File: src/rtl/pllsrch_pkg.sv
package pllsrch_pkg;

   typedef enum logic [2:0] {
      S_IDLE,
      S_CHECK,
      S_LAUNCH_M,
      S_WAIT_M,
      S_LAUNCH_F,
      S_WAIT_F,
      S_NEXT,
      S_DONE
   } srch_state_t;

   localparam int unsigned DEF_RATE_MIN = 80000;
   localparam int unsigned DEF_RATE_MAX = 2500000;
   localparam int unsigned DEF_FIN_MIN  = 2000;
   localparam int unsigned DEF_FIN_MAX  = 64000;
   localparam int unsigned DEF_PFD_MIN  = 2000;
   localparam int unsigned DEF_PFD_MAX  = 8000;
   localparam int unsigned DEF_BAND     = 80000;
   localparam int unsigned DEF_M_MIN    = 64;
   localparam int unsigned DEF_M_MAX    = 625;
   localparam int unsigned DEF_FOUT_MIN = 40000;
   localparam int unsigned DEF_FOUT_MAX = 1250000;

endpackage

File: src/rtl/pllsrch_bounds.sv
module pllsrch_bounds #(
   parameter int unsigned FIN_W   = 17,
   parameter int unsigned FOUT_W  = 21,
   parameter int unsigned N_W     = 5,
   parameter int unsigned N_LIMIT = 16,
   parameter int unsigned PFD_MIN = 2000,
   parameter int unsigned PFD_MAX = 8000,
   parameter int unsigned BAND    = 80000,
   parameter int unsigned FIN_MIN = 2000,
   parameter int unsigned FIN_MAX = 64000
) (
   input  logic [FIN_W-1:0]  fin,
   input  logic [FOUT_W-1:0] fout,
   output logic [N_W-1:0]    nmin,
   output logic [N_W-1:0]    nmax,
   output logic [1:0]        div_sh,
   output logic              fin_ok
);

   logic [N_LIMIT-1:0] lo_hit;
   logic [N_LIMIT-1:0] hi_hit;
   logic [N_W-1:0]     lo_cnt;
   logic [N_W-1:0]     hi_cnt;

   // one comparator per candidate divider: counting the hits yields ceil/floor quotients
   for (genvar i = 0; i < N_LIMIT; i++) begin : g_step
      localparam logic [31:0] LO_STEP = 32'(i * PFD_MAX);
      localparam logic [31:0] HI_STEP = 32'((i + 1) * PFD_MIN);
      assign lo_hit[i] = 32'(fin) >  LO_STEP;
      assign hi_hit[i] = 32'(fin) >= HI_STEP;
   end

   always_comb begin
      lo_cnt = '0;
      hi_cnt = '0;
      for (int i = 0; i < N_LIMIT; i++) begin
         lo_cnt = lo_cnt + {{(N_W-1){1'b0}}, lo_hit[i]};
         hi_cnt = hi_cnt + {{(N_W-1){1'b0}}, hi_hit[i]};
      end
   end

   assign nmin   = (lo_cnt == '0) ? N_W'(1) : lo_cnt;
   assign nmax   = (hi_cnt == '0) ? N_W'(1) : hi_cnt;
   assign fin_ok = (32'(fin) >= 32'(FIN_MIN)) && (32'(fin) <= 32'(FIN_MAX));

   always_comb begin
      if (32'(fout) <= 32'(BAND))          div_sh = 2'd3;
      else if (32'(fout) <= 32'(2 * BAND)) div_sh = 2'd2;
      else if (32'(fout) <= 32'(4 * BAND)) div_sh = 2'd1;
      else                                 div_sh = 2'd0;
   end

   always_comb begin
      if (fin_ok) begin
         p_nbounds_r4: assert (nmin >= N_W'(1) && nmin <= nmax && 32'(nmax) <= N_LIMIT)
            else $error("divider bounds out of order");
      end
   end

endmodule

File: src/rtl/pllsrch_divider.sv
module pllsrch_divider #(
   parameter int unsigned W = 28
) (
   input  logic         clk,
   input  logic         rst_n,
   input  logic         go,
   input  logic [W-1:0] dividend,
   input  logic [W-1:0] divisor,
   output logic         fin,
   output logic [W-1:0] quotient
);

   localparam int unsigned CNT_W = $clog2(W + 1);

   logic [W-1:0]     q_r;
   logic [W-1:0]     d_r;
   logic [W:0]       rem_r;
   logic [CNT_W-1:0] cnt;
   logic             run;
   logic [W:0]       rem_sh;
   logic [W+1:0]     diff;
   logic             neg;

   assign rem_sh   = {rem_r[W-1:0], q_r[W-1]};
   assign diff     = {1'b0, rem_sh} - {2'b00, d_r};
   assign neg      = diff[W+1];
   assign quotient = q_r;

   always_ff @(posedge clk or negedge rst_n) begin
      if (!rst_n) begin
         q_r   <= '0;
         d_r   <= '0;
         rem_r <= '0;
         cnt   <= '0;
         run   <= 1'b0;
         fin   <= 1'b0;
      end else begin
         fin <= 1'b0;
         if (go) begin
            q_r   <= dividend;
            d_r   <= divisor;
            rem_r <= '0;
            cnt   <= CNT_W'(W);
            run   <= 1'b1;
         end else if (run) begin
            rem_r <= neg ? rem_sh : diff[W:0];
            q_r   <= {q_r[W-2:0], ~neg};
            cnt   <= cnt - CNT_W'(1);
            if (cnt == CNT_W'(1)) begin
               run <= 1'b0;
               fin <= 1'b1;
            end
         end
      end
   end

   // a finished division leaves a remainder below the divisor (feeds R5/R6)
   p_rem_lt_div_r5: assert property (@(posedge clk) disable iff (!rst_n)
      fin |-> (rem_r < {1'b0, d_r}));

   p_go_idle_r9: assert property (@(posedge clk) disable iff (!rst_n)
      go |-> !run);

endmodule

File: src/rtl/pllsrch_score.sv
module pllsrch_score #(
   parameter int unsigned DIV_W    = 28,
   parameter int unsigned FOUT_W   = 21,
   parameter int unsigned FOUT_MIN = 40000,
   parameter int unsigned FOUT_MAX = 1250000
) (
   input  logic [DIV_W-1:0]  achieved,
   input  logic [FOUT_W-1:0] target,
   input  logic [FOUT_W-1:0] best_d,
   input  logic              found,
   output logic              in_range,
   output logic [FOUT_W-1:0] delta,
   output logic              take
);

   logic [FOUT_W-1:0] a_cut;

   assign in_range = (achieved >= DIV_W'(FOUT_MIN)) && (achieved <= DIV_W'(FOUT_MAX));
   assign a_cut    = achieved[FOUT_W-1:0];
   assign delta    = (a_cut >= target) ? (a_cut - target) : (target - a_cut);
   assign take     = in_range && (!found || (delta < best_d));

endmodule

File: src/rtl/pll_mn_search.sv
module pll_mn_search
   import pllsrch_pkg::*;
#(
   parameter int unsigned FIN_W    = 17,
   parameter int unsigned RATE_W   = 22,
   parameter int unsigned DIV_W    = 28,
   parameter int unsigned M_W      = 10,
   parameter int unsigned N_W      = 5,
   parameter int unsigned N_LIMIT  = 16,
   parameter int unsigned RATE_MIN = DEF_RATE_MIN,
   parameter int unsigned RATE_MAX = DEF_RATE_MAX,
   parameter int unsigned FIN_MIN  = DEF_FIN_MIN,
   parameter int unsigned FIN_MAX  = DEF_FIN_MAX,
   parameter int unsigned M_MIN    = DEF_M_MIN,
   parameter int unsigned M_MAX    = DEF_M_MAX,
   parameter int unsigned FOUT_MIN = DEF_FOUT_MIN,
   parameter int unsigned FOUT_MAX = DEF_FOUT_MAX
) (
   input  logic              clk,
   input  logic              rst_n,
   input  logic              start,
   input  logic [FIN_W-1:0]  ref_khz,
   input  logic [RATE_W-1:0] lane_kbps,
   output logic              busy,
   output logic              done,
   output logic              err,
   output logic [M_W-1:0]    m_out,
   output logic [N_W-1:0]    n_out,
   output logic [RATE_W-2:0] fout_khz
);

   localparam int unsigned FOUT_W = RATE_W - 1;
   localparam int unsigned ND_W   = N_W + 3;

   if (DIV_W < FOUT_W + ND_W - 1) begin : g_bad_div_w
      $error("DIV_W too narrow for the multiplier numerator");
   end
   if (DIV_W < M_W + FIN_W) begin : g_bad_prod_w
      $error("DIV_W too narrow for M times reference");
   end
   if (N_LIMIT >= (1 << N_W)) begin : g_bad_n_w
      $error("N_W cannot hold N_LIMIT");
   end
   if (M_MAX >= (1 << M_W)) begin : g_bad_m_w
      $error("M_W cannot hold M_MAX");
   end

   srch_state_t       state;
   logic [FIN_W-1:0]  fin_q;
   logic [RATE_W-1:0] rate_q;
   logic [N_W-1:0]    n_r;
   logic [M_W-1:0]    m_r;
   logic [M_W-1:0]    best_m;
   logic [N_W-1:0]    best_n;
   logic [FOUT_W-1:0] best_f;
   logic [FOUT_W-1:0] best_d;
   logic              found;

   logic [FOUT_W-1:0] fout_t;
   logic [N_W-1:0]    nmin;
   logic [N_W-1:0]    nmax;
   logic [1:0]        div_sh;
   logic              fin_ok;
   logic              rate_ok;
   logic [ND_W-1:0]   n_scaled;

   logic              dv_go;
   logic              dv_fin;
   logic [DIV_W-1:0]  dv_num;
   logic [DIV_W-1:0]  dv_den;
   logic [DIV_W-1:0]  dv_q;
   logic              m_ok;

   logic              sc_in_range;
   logic [FOUT_W-1:0] sc_delta;
   logic              sc_take;

   assign fout_t   = rate_q[RATE_W-1:1];
   assign rate_ok  = (rate_q >= RATE_W'(RATE_MIN)) && (rate_q <= RATE_W'(RATE_MAX));
   assign n_scaled = {3'b000, n_r} << div_sh;
   assign busy     = (state != S_IDLE);

   pllsrch_bounds #(
      .FIN_W   (FIN_W),
      .FOUT_W  (FOUT_W),
      .N_W     (N_W),
      .N_LIMIT (N_LIMIT),
      .PFD_MIN (DEF_PFD_MIN),
      .PFD_MAX (DEF_PFD_MAX),
      .BAND    (DEF_BAND),
      .FIN_MIN (FIN_MIN),
      .FIN_MAX (FIN_MAX)
   ) u_bounds (
      .fin    (fin_q),
      .fout   (fout_t),
      .nmin   (nmin),
      .nmax   (nmax),
      .div_sh (div_sh),
      .fin_ok (fin_ok)
   );

   // one divider serves both quotients; the launching state selects the operands
   assign dv_go  = (state == S_LAUNCH_M) || (state == S_LAUNCH_F);
   assign dv_num = (state == S_LAUNCH_M)
                 ? (DIV_W'(fout_t) * DIV_W'(n_scaled) + DIV_W'(fin_q >> 1))
                 : (DIV_W'(m_r) * DIV_W'(fin_q));
   assign dv_den = (state == S_LAUNCH_M) ? DIV_W'(fin_q) : DIV_W'(n_scaled);

   pllsrch_divider #(
      .W (DIV_W)
   ) u_divider (
      .clk      (clk),
      .rst_n    (rst_n),
      .go       (dv_go),
      .dividend (dv_num),
      .divisor  (dv_den),
      .fin      (dv_fin),
      .quotient (dv_q)
   );

   assign m_ok = (dv_q >= DIV_W'(M_MIN)) && (dv_q <= DIV_W'(M_MAX));

   pllsrch_score #(
      .DIV_W    (DIV_W),
      .FOUT_W   (FOUT_W),
      .FOUT_MIN (FOUT_MIN),
      .FOUT_MAX (FOUT_MAX)
   ) u_score (
      .achieved (dv_q),
      .target   (fout_t),
      .best_d   (best_d),
      .found    (found),
      .in_range (sc_in_range),
      .delta    (sc_delta),
      .take     (sc_take)
   );

   always_ff @(posedge clk or negedge rst_n) begin
      if (!rst_n) begin
         state    <= S_IDLE;
         fin_q    <= '0;
         rate_q   <= '0;
         n_r      <= '0;
         m_r      <= '0;
         best_m   <= '0;
         best_n   <= '0;
         best_f   <= '0;
         best_d   <= '1;
         found    <= 1'b0;
         done     <= 1'b0;
         err      <= 1'b0;
         m_out    <= '0;
         n_out    <= '0;
         fout_khz <= '0;
      end else begin
         done <= 1'b0;
         unique case (state)
            S_IDLE: begin
               if (start) begin
                  fin_q  <= ref_khz;
                  rate_q <= lane_kbps;
                  state  <= S_CHECK;
               end
            end
            S_CHECK: begin
               found  <= 1'b0;
               best_d <= '1;
               if (!fin_ok || !rate_ok || (nmin > nmax)) begin
                  state <= S_DONE;
               end else begin
                  n_r   <= nmin;
                  state <= S_LAUNCH_M;
               end
            end
            S_LAUNCH_M: state <= S_WAIT_M;
            S_WAIT_M: begin
               if (dv_fin) begin
                  m_r   <= dv_q[M_W-1:0];
                  state <= m_ok ? S_LAUNCH_F : S_NEXT;
               end
            end
            S_LAUNCH_F: state <= S_WAIT_F;
            S_WAIT_F: begin
               if (dv_fin) begin
                  if (sc_take) begin
                     best_m <= m_r;
                     best_n <= n_r;
                     best_f <= dv_q[FOUT_W-1:0];
                     best_d <= sc_delta;
                     found  <= 1'b1;
                  end
                  state <= S_NEXT;
               end
            end
            S_NEXT: begin
               if (n_r >= nmax) begin
                  state <= S_DONE;
               end else begin
                  n_r   <= n_r + N_W'(1);
                  state <= S_LAUNCH_M;
               end
            end
            S_DONE: begin
               done     <= 1'b1;
               err      <= !found;
               m_out    <= found ? best_m : '0;
               n_out    <= found ? best_n : '0;
               fout_khz <= found ? best_f : '0;
               state    <= S_IDLE;
            end
            default: state <= S_IDLE;
         endcase
      end
   end

   p_done_pulse_r9: assert property (@(posedge clk) disable iff (!rst_n)
      done |=> !done);

   p_err_zero_r8: assert property (@(posedge clk) disable iff (!rst_n)
      (done && err) |-> (m_out == '0 && n_out == '0 && fout_khz == '0));

   p_m_range_r5: assert property (@(posedge clk) disable iff (!rst_n)
      (done && !err) |-> (32'(m_out) >= M_MIN && 32'(m_out) <= M_MAX));

   p_n_range_r4: assert property (@(posedge clk) disable iff (!rst_n)
      (done && !err) |-> (n_out >= N_W'(1) && 32'(n_out) <= N_LIMIT));

   p_fout_range_r6: assert property (@(posedge clk) disable iff (!rst_n)
      (done && !err) |-> (32'(fout_khz) >= FOUT_MIN && 32'(fout_khz) <= FOUT_MAX));

   p_rate_reject_r1: assert property (@(posedge clk) disable iff (!rst_n)
      (done && (32'(rate_q) < RATE_MIN || 32'(rate_q) > RATE_MAX)) |-> err);

   p_ref_reject_r2: assert property (@(posedge clk) disable iff (!rst_n)
      (done && (32'(fin_q) < FIN_MIN || 32'(fin_q) > FIN_MAX)) |-> err);

   p_hold_operands_r9: assert property (@(posedge clk) disable iff (!rst_n)
      busy |=> ($stable(fin_q) && $stable(rate_q)));

   p_accept_r10: assert property (@(posedge clk) disable iff (!rst_n)
      (!busy && start) |=> busy);

   p_out_hold_r9: assert property (@(posedge clk) disable iff (!rst_n)
      (state != S_DONE) |=> ($stable(m_out) && $stable(n_out) && $stable(fout_khz)));

endmodule

File: config.mk
export PLATFORM = sky130hd
export DESIGN_NAME = pll_mn_search
export DESIGN_NICKNAME = d
export VERILOG_FILES = /design/src/rtl/pllsrch_pkg.sv /design/src/rtl/pllsrch_bounds.sv /design/src/rtl/pllsrch_divider.sv /design/src/rtl/pllsrch_score.sv /design/src/rtl/pll_mn_search.sv
export SDC_FILE = /design/constraint.sdc
export NUM_CORES = 1
export LEC_CHECK = 0
export BUFFER_PORTS_ARGS = -buffer_cell sky130_fd_sc_hd__clkbuf_2
export CAP_MARGIN = 25
export CELL_PAD_IN_SITES_DETAIL_PLACEMENT = 0
export CELL_PAD_IN_SITES_GLOBAL_PLACEMENT = 2
export CORE_AREA = 2 2 228 275
export DETAILED_ROUTE_END_ITERATION = 7
export DIE_AREA = 0 0 230 277
export PLACE_DENSITY = 0.85
export SLEW_MARGIN = 20
export SYNTH_ARGS = -nofsm -noshare
export SYNTH_HDL_FRONTEND = slang
export SYNTH_SLANG_ARGS = --single-unit
File: constraint.sdc
create_clock -name clk -period 19 [get_ports clk]
set_clock_uncertainty 0.15 [all_clocks]
set_input_delay 3.8 -clock clk [delete_from_list [all_inputs] [get_ports clk]]
set_output_delay 3.8 -clock clk [all_outputs]
set_load 0.02 [all_outputs]
==> results of run 1 <==
-- routing by layer --
layer  routed length (µm)  up-vias  global-route usage, %
li1                     -    10387                      -
met1                38800    11480                   38.0
met2                45200      610                   50.5
met3                 3940      179                   2.54
met4                 3530        2                   10.4
met5                   13        -                      0
-- kinds of logic after synthesis --
kind of cell | Yosys count
adder cells (fa/ha/maj) | 485
flip-flops | 233
AND/OR/NAND/NOR | 999
multiplexers | 67
XOR/XNOR | 83
buffers and inverters | 579
AO/OA/AOI/OAI | 678
other | 2
-- registers in the layout, summed over array words and instances, names as in the netlist, 3 cells and up --
name,count
u_divider.d_r,17
u_divider.quotient,28
best_n,5
n_r,5
m_out,10
fin_q,17
n_out,5
best_m,10
fout_khz,21
state,3
u_divider.rem_r,28
rate_q,22
best_f,21
u_divider.cnt,5
m_r,10
best_d,21
-- worst register-to-register path: stages (launching register included) --
cell and delay [ns]:
dfrtp_1 0.58, or4_4 0.62, nor4_2 0.30, a31oi_1 0.19, o21ai_4 0.69, o22ai_4 0.33, mux2i_2 0.33, nor2_1 0.08
nor2_2 0.81, nor2_1 0.15, fa_1 0.57, fa_1 0.45, fa_1 0.57, inv_1 0.06, fa_1 0.54, inv_1 0.05
ha_1 0.41, and4_1 0.30, nand4_1 0.12, o221a_2 0.32, a21oi_1 0.32, a41oi_1 0.23, a21boi_0 0.27, mux2i_1 0.11
a211o_1 0.27
-- cell usage in the layout (no fill, tap or decap), types with 8 or more instances in the layout --
cell type and count:
nor2_1 162, clkbuf_16 27, nand2b_1 19, and3_1 11
o22ai_1 18, o211a_1 10, or2_2 10, nor2b_1 12
or3_1 14, xor2_1 34, nand3_1 49, xnor2_1 49
nor4_1 24, nor3_1 66, a21oi_1 153, o21a_1 17
clkbuf_2 79, o31ai_1 12, o22a_1 19, dfrtp_1 211
a21o_1 32, or4_1 10, o211ai_1 24, fa_1 270
ha_1 215, a311oi_1 8, o21ai_0 219, a211oi_1 35
a21boi_0 8, and2_1 101, nand4_1 24, dfstp_2 21
o21bai_1 14, conb_1 8, mux2i_1 38, buf_4 38
mux2_2 22, a31oi_1 31, nand2_1 457, inv_1 396
-- final cells by class --
class / count / area, µm² / area share, %
Multi-Input combinational cell: 2320 / 18600 / 64.9
Sequential cell: 233 / 5860 / 20.4
Inverter: 403 / 1510 / 5.28
Tap cell: 816 / 1020 / 3.56
Clock buffer: 33 / 748 / 2.61
Timing Repair Buffer: 119 / 716 / 2.50
Clock inverter: 17 / 198 / 0.690
Antenna cell: 1 / 2.50 / 0.00873
-- metrics by stage --
stage               util, %  instances  cell area, µm²
CTS                    46.7       3939           28600
detailed placement     45.2       3889           27700
global route           46.7       3941           28700
global placement       45.2       3889           27700
floorplan                 -       3132           26700
finish                 46.7       3942           28700
-- worst paths after layout --
path                                     startpoint  slack [ns]                            endpoint
hold / removal             fout_khz[15]$_DFFE_PN0P_        0.33            fout_khz[15]$_DFFE_PN0P_
min in group asynchronous                     rst_n        3.08     u_divider.rem_r[20]$_DFFE_PN0P_
max in group asynchronous                     rst_n       14.30                m_out[3]$_DFFE_PN0P_
hold reg to reg            fout_khz[15]$_DFFE_PN0P_        0.33            fout_khz[15]$_DFFE_PN0P_
setup reg to reg              rate_q[2]$_DFFE_PN0P_       10.06  u_divider.quotient[24]$_DFFE_PN0P_
setup / recovery              rate_q[2]$_DFFE_PN0P_       10.06  u_divider.quotient[24]$_DFFE_PN0P_
==> out/qor.yml, run 1 <==
run_status:
  status: "finished, final reports clean"
global_route:
  grt_pass1_wl_mm: 144
  gr-total-overflow: 0
  antenna_found_initial: 1
  grt_usage_pct: 29.1
  grt_max_degree: 144
  grt_pass1_vias: 23949
clock_tree:
  cts_resized: 0
  cts_buffers: 27
  cts_tree: "yes"
  hold_buffers: 0
  clockRootBuffer: "clkbuf_16"
  clkTransAtPathRegs_ns: 0.07
  clk_latency_ns: 0.59
  postCtsSetupRepairBufs: 0
  cts.htree.levels: 1
  clock_sinks: 233
  clk_path_buf_depth: 3
floorplan:
  core_um2: 61300
  ios: 81
  die_w_um: 230
  rows: 100
  dieHeight_um: 277
  dieArea_um2: 63700
  floorplan.initialDensity_pct: 43.4
timing:
  hold_viol: 0
  finalCritPeriodShare_pct: 47.1
  period_needed_ns: 8.95
  hold_slack_ns: 0.333
  drv_slew: 0
  worst_pin_slew_ns: 1.00
  worst_slack_ns: 10.06
  fmax_mhz: 112
  max_slew_margin_pct: 33.1
  rsz0062_at_grt: "false"
  final.setup.tns_ns: 0
  setup_violations: 0
setup_path:
  cpLargestDelayFamily: "compound AO/OA/AOI/OAI gates"
  crit_fanout: 23
  crit_chain: "or4_4, nor4_2, a31oi_1, o21ai_4, o22ai_4, mux2i_2, nor2_1, nor2_2, nor2_1, fa_1, fa_1, fa_1, inv_1, fa_1, inv_1, ha_1, and4_1, nand4_1, o221a_2, a21oi_1, a41oi_1, a21boi_0, mux2i_1, a211o_1"
  cp-end-kind: "flop"
  crit_type: "reg2reg"
  critPathRequiredTime_ns: 19.32
  reg2regPathDepth: 24
  crit_cells: 24
  crit_path_start_kind: "flop"
  arrival_ns: 9.27
  slowest_stage: "nor2_2"
  critPathMaxStageDelay_ns: 0.81
  cp_common_cell: "fa_1"
  worstPathBufferInverterCount: 2
job:
  cap_violations: 0
min_path:
  hp-class: "reg2reg"
  hold_path_depth: 2
yosys:
  synth-edff-count: 0
  yosysMostFrequentCell: "nand2_1"
  syn_area_um2: 26600
  synth_top_area_cell: "fa_1"
  synth_top_area_share_pct: 20.3
  synth_top_family_by_area: "adder cells"
  synth-xor-area-share_pct: 2.73
  ys_types: 96
  syn_area_per_cell_um2: 8.52
  synthTopCellsByCount: "nand2_1, inv_1, fa_1"
  synth_warnings: 0
  synth_ff_type: "dfrtp_1"
  synth_adder_area_share_pct: 30.4
  synthCells: 3126
  synthSimpleGateAreaFrac_pct: 17.4
  synth_compound_area_share_pct: 16.2
  ys_top_cells_by_area: "fa_1, dfrtp_1, ha_1, nand2_1, inv_1"
  synthMuxAreaShare_pct: 2.85
  ys_seq_elements: 233
  ys_seq_area_share_pct: 22.0
  async_flop_share_pct: 100
place:
  place_congestion: 0.979
  io_buffer_count: 80
  dp_hpwl_mm: 71.3
  dp_slack_ns: 10.25
final_layout:
  fillers: 6128
  area_growth_pct: 7.58
  fin_nets: 3631
  drive_gt1_share_pct: 8.35
route:
  drtAntennaViolNets: 0
  dr.first_iter.drc_count: 1685
  wire_per_inst_um: 23.2
  drt-pass1-iter-count: 6
  routed_wl_mm: 91.5
  num_vias: 22658
  drc: 0
  via_per_inst: 5.75
Power of run 1 is left out: the tool's default activity adds up to more than one toggle a clock period on the data nets, which glitch-free logic cannot reach.
==> inputs of run 2 (changes only) <==
- CORE_AREA: 2 2 228 275 -> 2 2 239 288
- DIE_AREA: 0 0 230 277 -> 0 0 241 290
- PLACE_DENSITY: 0.85 -> 0.78
- clock period: 19 -> 8.45 ns (I/O delays scaled with it)
==> run 2 against run 1 <==
Net effect: flip-flop and latch count did not move; core utilization fell by 3.0 points; sequential share of layout area fell by 0.42 points; cell area rose by 2.1%; fmax rose by 13%; cell count rose by 3.6%; critical path type unchanged.
==> out/qor.yml, run 2 (same netlist as run 1, synthesis figures left out) <==
clock_tree:
  clockRootBuffer: "clkbuf_16"  # unchanged
  clk_latency_ns: 0.60  # was 0.59 ns
  hold_buffers: 0  # unchanged
  cts.htree.levels: 1  # unchanged
  clock_sinks: 233  # unchanged
  clk_path_buf_depth: 3  # unchanged
  clkTransAtPathRegs_ns: 0.06  # was 0.07 ns
  cts_buffers: 28  # was 27
  postCtsSetupRepairBufs: 0  # unchanged
  cts_resized: 0  # unchanged
  cts_tree: "yes"  # unchanged
global_route:
  grt_max_degree: 154  # was 144
  grt.met3_usage_pct: 3.39  # was 2.54%
  top_usage_layer: "met2"  # unchanged
  grt_pass1_vias: 23979  # was 23,949
  antenna_found_initial: 2  # was 1
  grt_usage_pct: 27.3  # was 29.1%
  grt_pass1_wl_mm: 146  # was 144 mm
  gr-total-overflow: 0  # unchanged
  grt_use_met1_pct: 35.6  # was 38.0%
  grt_util_met2_pct: 45.9  # was 50.5%
setup_path:
  reg2regPathDepth: 26  # was 24
  critPathRequiredTime_ns: 8.76  # was 19.32 ns
  cp-end-kind: "flop"  # unchanged
  timing.rr.end: "n_r[1]$_DFFE_PN0P_"  # was u_divider.quotient[24]$_DFFE_PN0P_
  arrival_ns: 8.21  # was 9.27 ns
  r2r_setup_slack_ns: 0.54  # was 10.06 ns
  crit_type: "reg2reg"  # unchanged
  r2r-start: "fin_q[0]$_DFFE_PN0P_"  # was rate_q[2]$_DFFE_PN0P_
  crit_path_start_kind: "flop"  # unchanged
  crit_fanout: 12  # was 23
final_layout:
  layout_common_cells: "nand2_1, inv_1, fa_1"  # unchanged
  area_growth_pct: 9.84  # was 7.58%
  drive_gt1_share_pct: 9.87  # was 8.35%
  layout_commonest_cell: "nand2_1"  # unchanged
  fin_nets: 3686  # was 3,631
route:
  routed_wl_mm: 93.6  # was 91.5 mm
  dr.first_iter.drc_count: 1590  # was 1,685
  drc: 0  # unchanged
  num_vias: 22772  # was 22,658
  drtAntennaViolNets: 0  # unchanged
  wire_per_inst_um: 22.9  # was 23.2 µm
  via_per_inst: 5.58  # was 5.75
  drt-pass1-iter-count: 6  # unchanged
place:
  place_congestion: 0.961  # was 0.979
  dp_hpwl_mm: 73.8  # was 71.3 mm
  io_buffer_count: 80  # unchanged
min_path:
  hold_path_startpoint: "best_f[13]$_DFFE_PN0P_"  # was fout_khz[15]$_DFFE_PN0P_
  min_to: "best_f[13]$_DFFE_PN0P_"  # was fout_khz[15]$_DFFE_PN0P_
  hold_path_depth: 2  # unchanged
  hp-class: "reg2reg"  # unchanged
floorplan:
  core_um2: 66900  # was 61,300 µm²
  dieHeight_um: 290  # was 277 µm
  die_w_um: 241  # was 230 µm
  floorplan.initialDensity_pct: 39.8  # was 43.4%
  ios: 81  # unchanged
  rows: 104  # was 100
  dieArea_um2: 69900  # was 63,700 µm²
timing:
  rsz0062_at_grt: "false"  # unchanged
  hold_viol: 0  # unchanged
  max_slew_margin_pct: 33.3  # was 33.1%
  final.setup.tns_ns: 0  # unchanged
  fmax_mhz: 126  # was 112 MHz
  drv_slew: 0  # unchanged
  worst_pin_slew_ns: 1.00  # about the same
  period_needed_ns: 7.91  # was 8.95 ns
  setup_violations: 0  # unchanged
  finalCritPeriodShare_pct: 93.6  # was 47.1%
run_status:
  status: "finished, final reports clean"  # unchanged
job:
  cap_violations: 0  # unchanged
-- run 2: cell types whose count changed in the layout (fill, tap and decap cells not counted), sizes merged --
| cell | previous run | this run |
|---|---|---|
| buf | 40 | 93 |
| clkbuf | 112 | 115 |
| inv | 400 | 397 |
| bufinv | 3 | 5 |
| clkdlybuf4s18 | 0 | 1 |
| clkinvlp | 3 | 2 |
| diode | 1 | 2 |
-- run 2: metal layers --
| metal | part of all wire, % | vias up |
|---|---|---|
| li1 | - | 10499 |
| met1 | 43 | 11441 |
| met2 | 48 | 653 |
| met3 | 4.9 | 179 |
| met4 | 4.3 | 0 |
| met5 | 0 | - |
-- run 2: worst max-delay path by stage --
stage / from / slack (ns) / cells past startpoint / end
after floorplan: fin_q[3]$_DFFE_PN0P_ / 1.27 / 23 / n_r[1]$_DFFE_PN0P_
after global placement: fin_q[2]$_DFFE_PN0P_ / 0.64 / 23 / n_r[1]$_DFFE_PN0P_
after detailed placement: fin_q[0]$_DFFE_PN0P_ / 0.60 / 26 / n_r[1]$_DFFE_PN0P_
after CTS: fin_q[0]$_DFFE_PN0P_ / 0.58 / 26 / n_r[1]$_DFFE_PN0P_
after global routing: fin_q[0]$_DFFE_PN0P_ / 0.09 / 26 / n_r[1]$_DFFE_PN0P_
final: fin_q[0]$_DFFE_PN0P_ / 0.54 / 26 / n_r[1]$_DFFE_PN0P_
-- run 2: worst max-delay path, cell delays in order (launching register included) --
cell and delay (ns):
dfrtp_1 0.40, buf_4 0.19, nor4_1 0.47, nor2b_1 0.27, nand2_1 0.12, nor3_1 0.20, nor2_1 0.06, ha_1 0.30
fa_1 0.53, inv_1 0.06, fa_1 0.51, fa_1 0.52, fa_1 0.51, fa_1 0.48, fa_1 0.42, xor2_1 0.21
inv_1 0.09, o41a_1 0.40, ha_1 0.19, nor2b_1 0.11, o21a_1 0.11, o21ai_0 0.08, a21oi_1 0.15, o22a_1 0.19
o311ai_2 0.16, a32oi_2 0.51, mux2_2 0.39
-- run 2: final cells by class --
cell class / instances / area (µm²)
diodes: 2 / 5.00
clock buffers: 36 / 781
clock inverters: 15 / 238
fillers: 6808 / 37600
inverters: 403 / 1510
multi-input cells: 2320 / 18600
flip-flops and latches: 233 / 5860
well taps: 901 / 1130
repair buffers: 173 / 1140
-- run 2: metrics by stage --
stage               utilization, %  instances  cell area, µm²  setup slack, ns  hold slack (ns)
finish                        43.7       4083           29300            0.544            0.329
global route                  43.7       4081           29300           0.0853            0.347
CTS                           43.7       4081           29300            0.580            0.334
detailed placement            42.2       4030           28200            0.605            0.320
global placement              42.2       4029           28200            0.641            0.314
floorplan                        -       3132           26700             1.27            0.300
Power of run 2 is left out for the same reason.
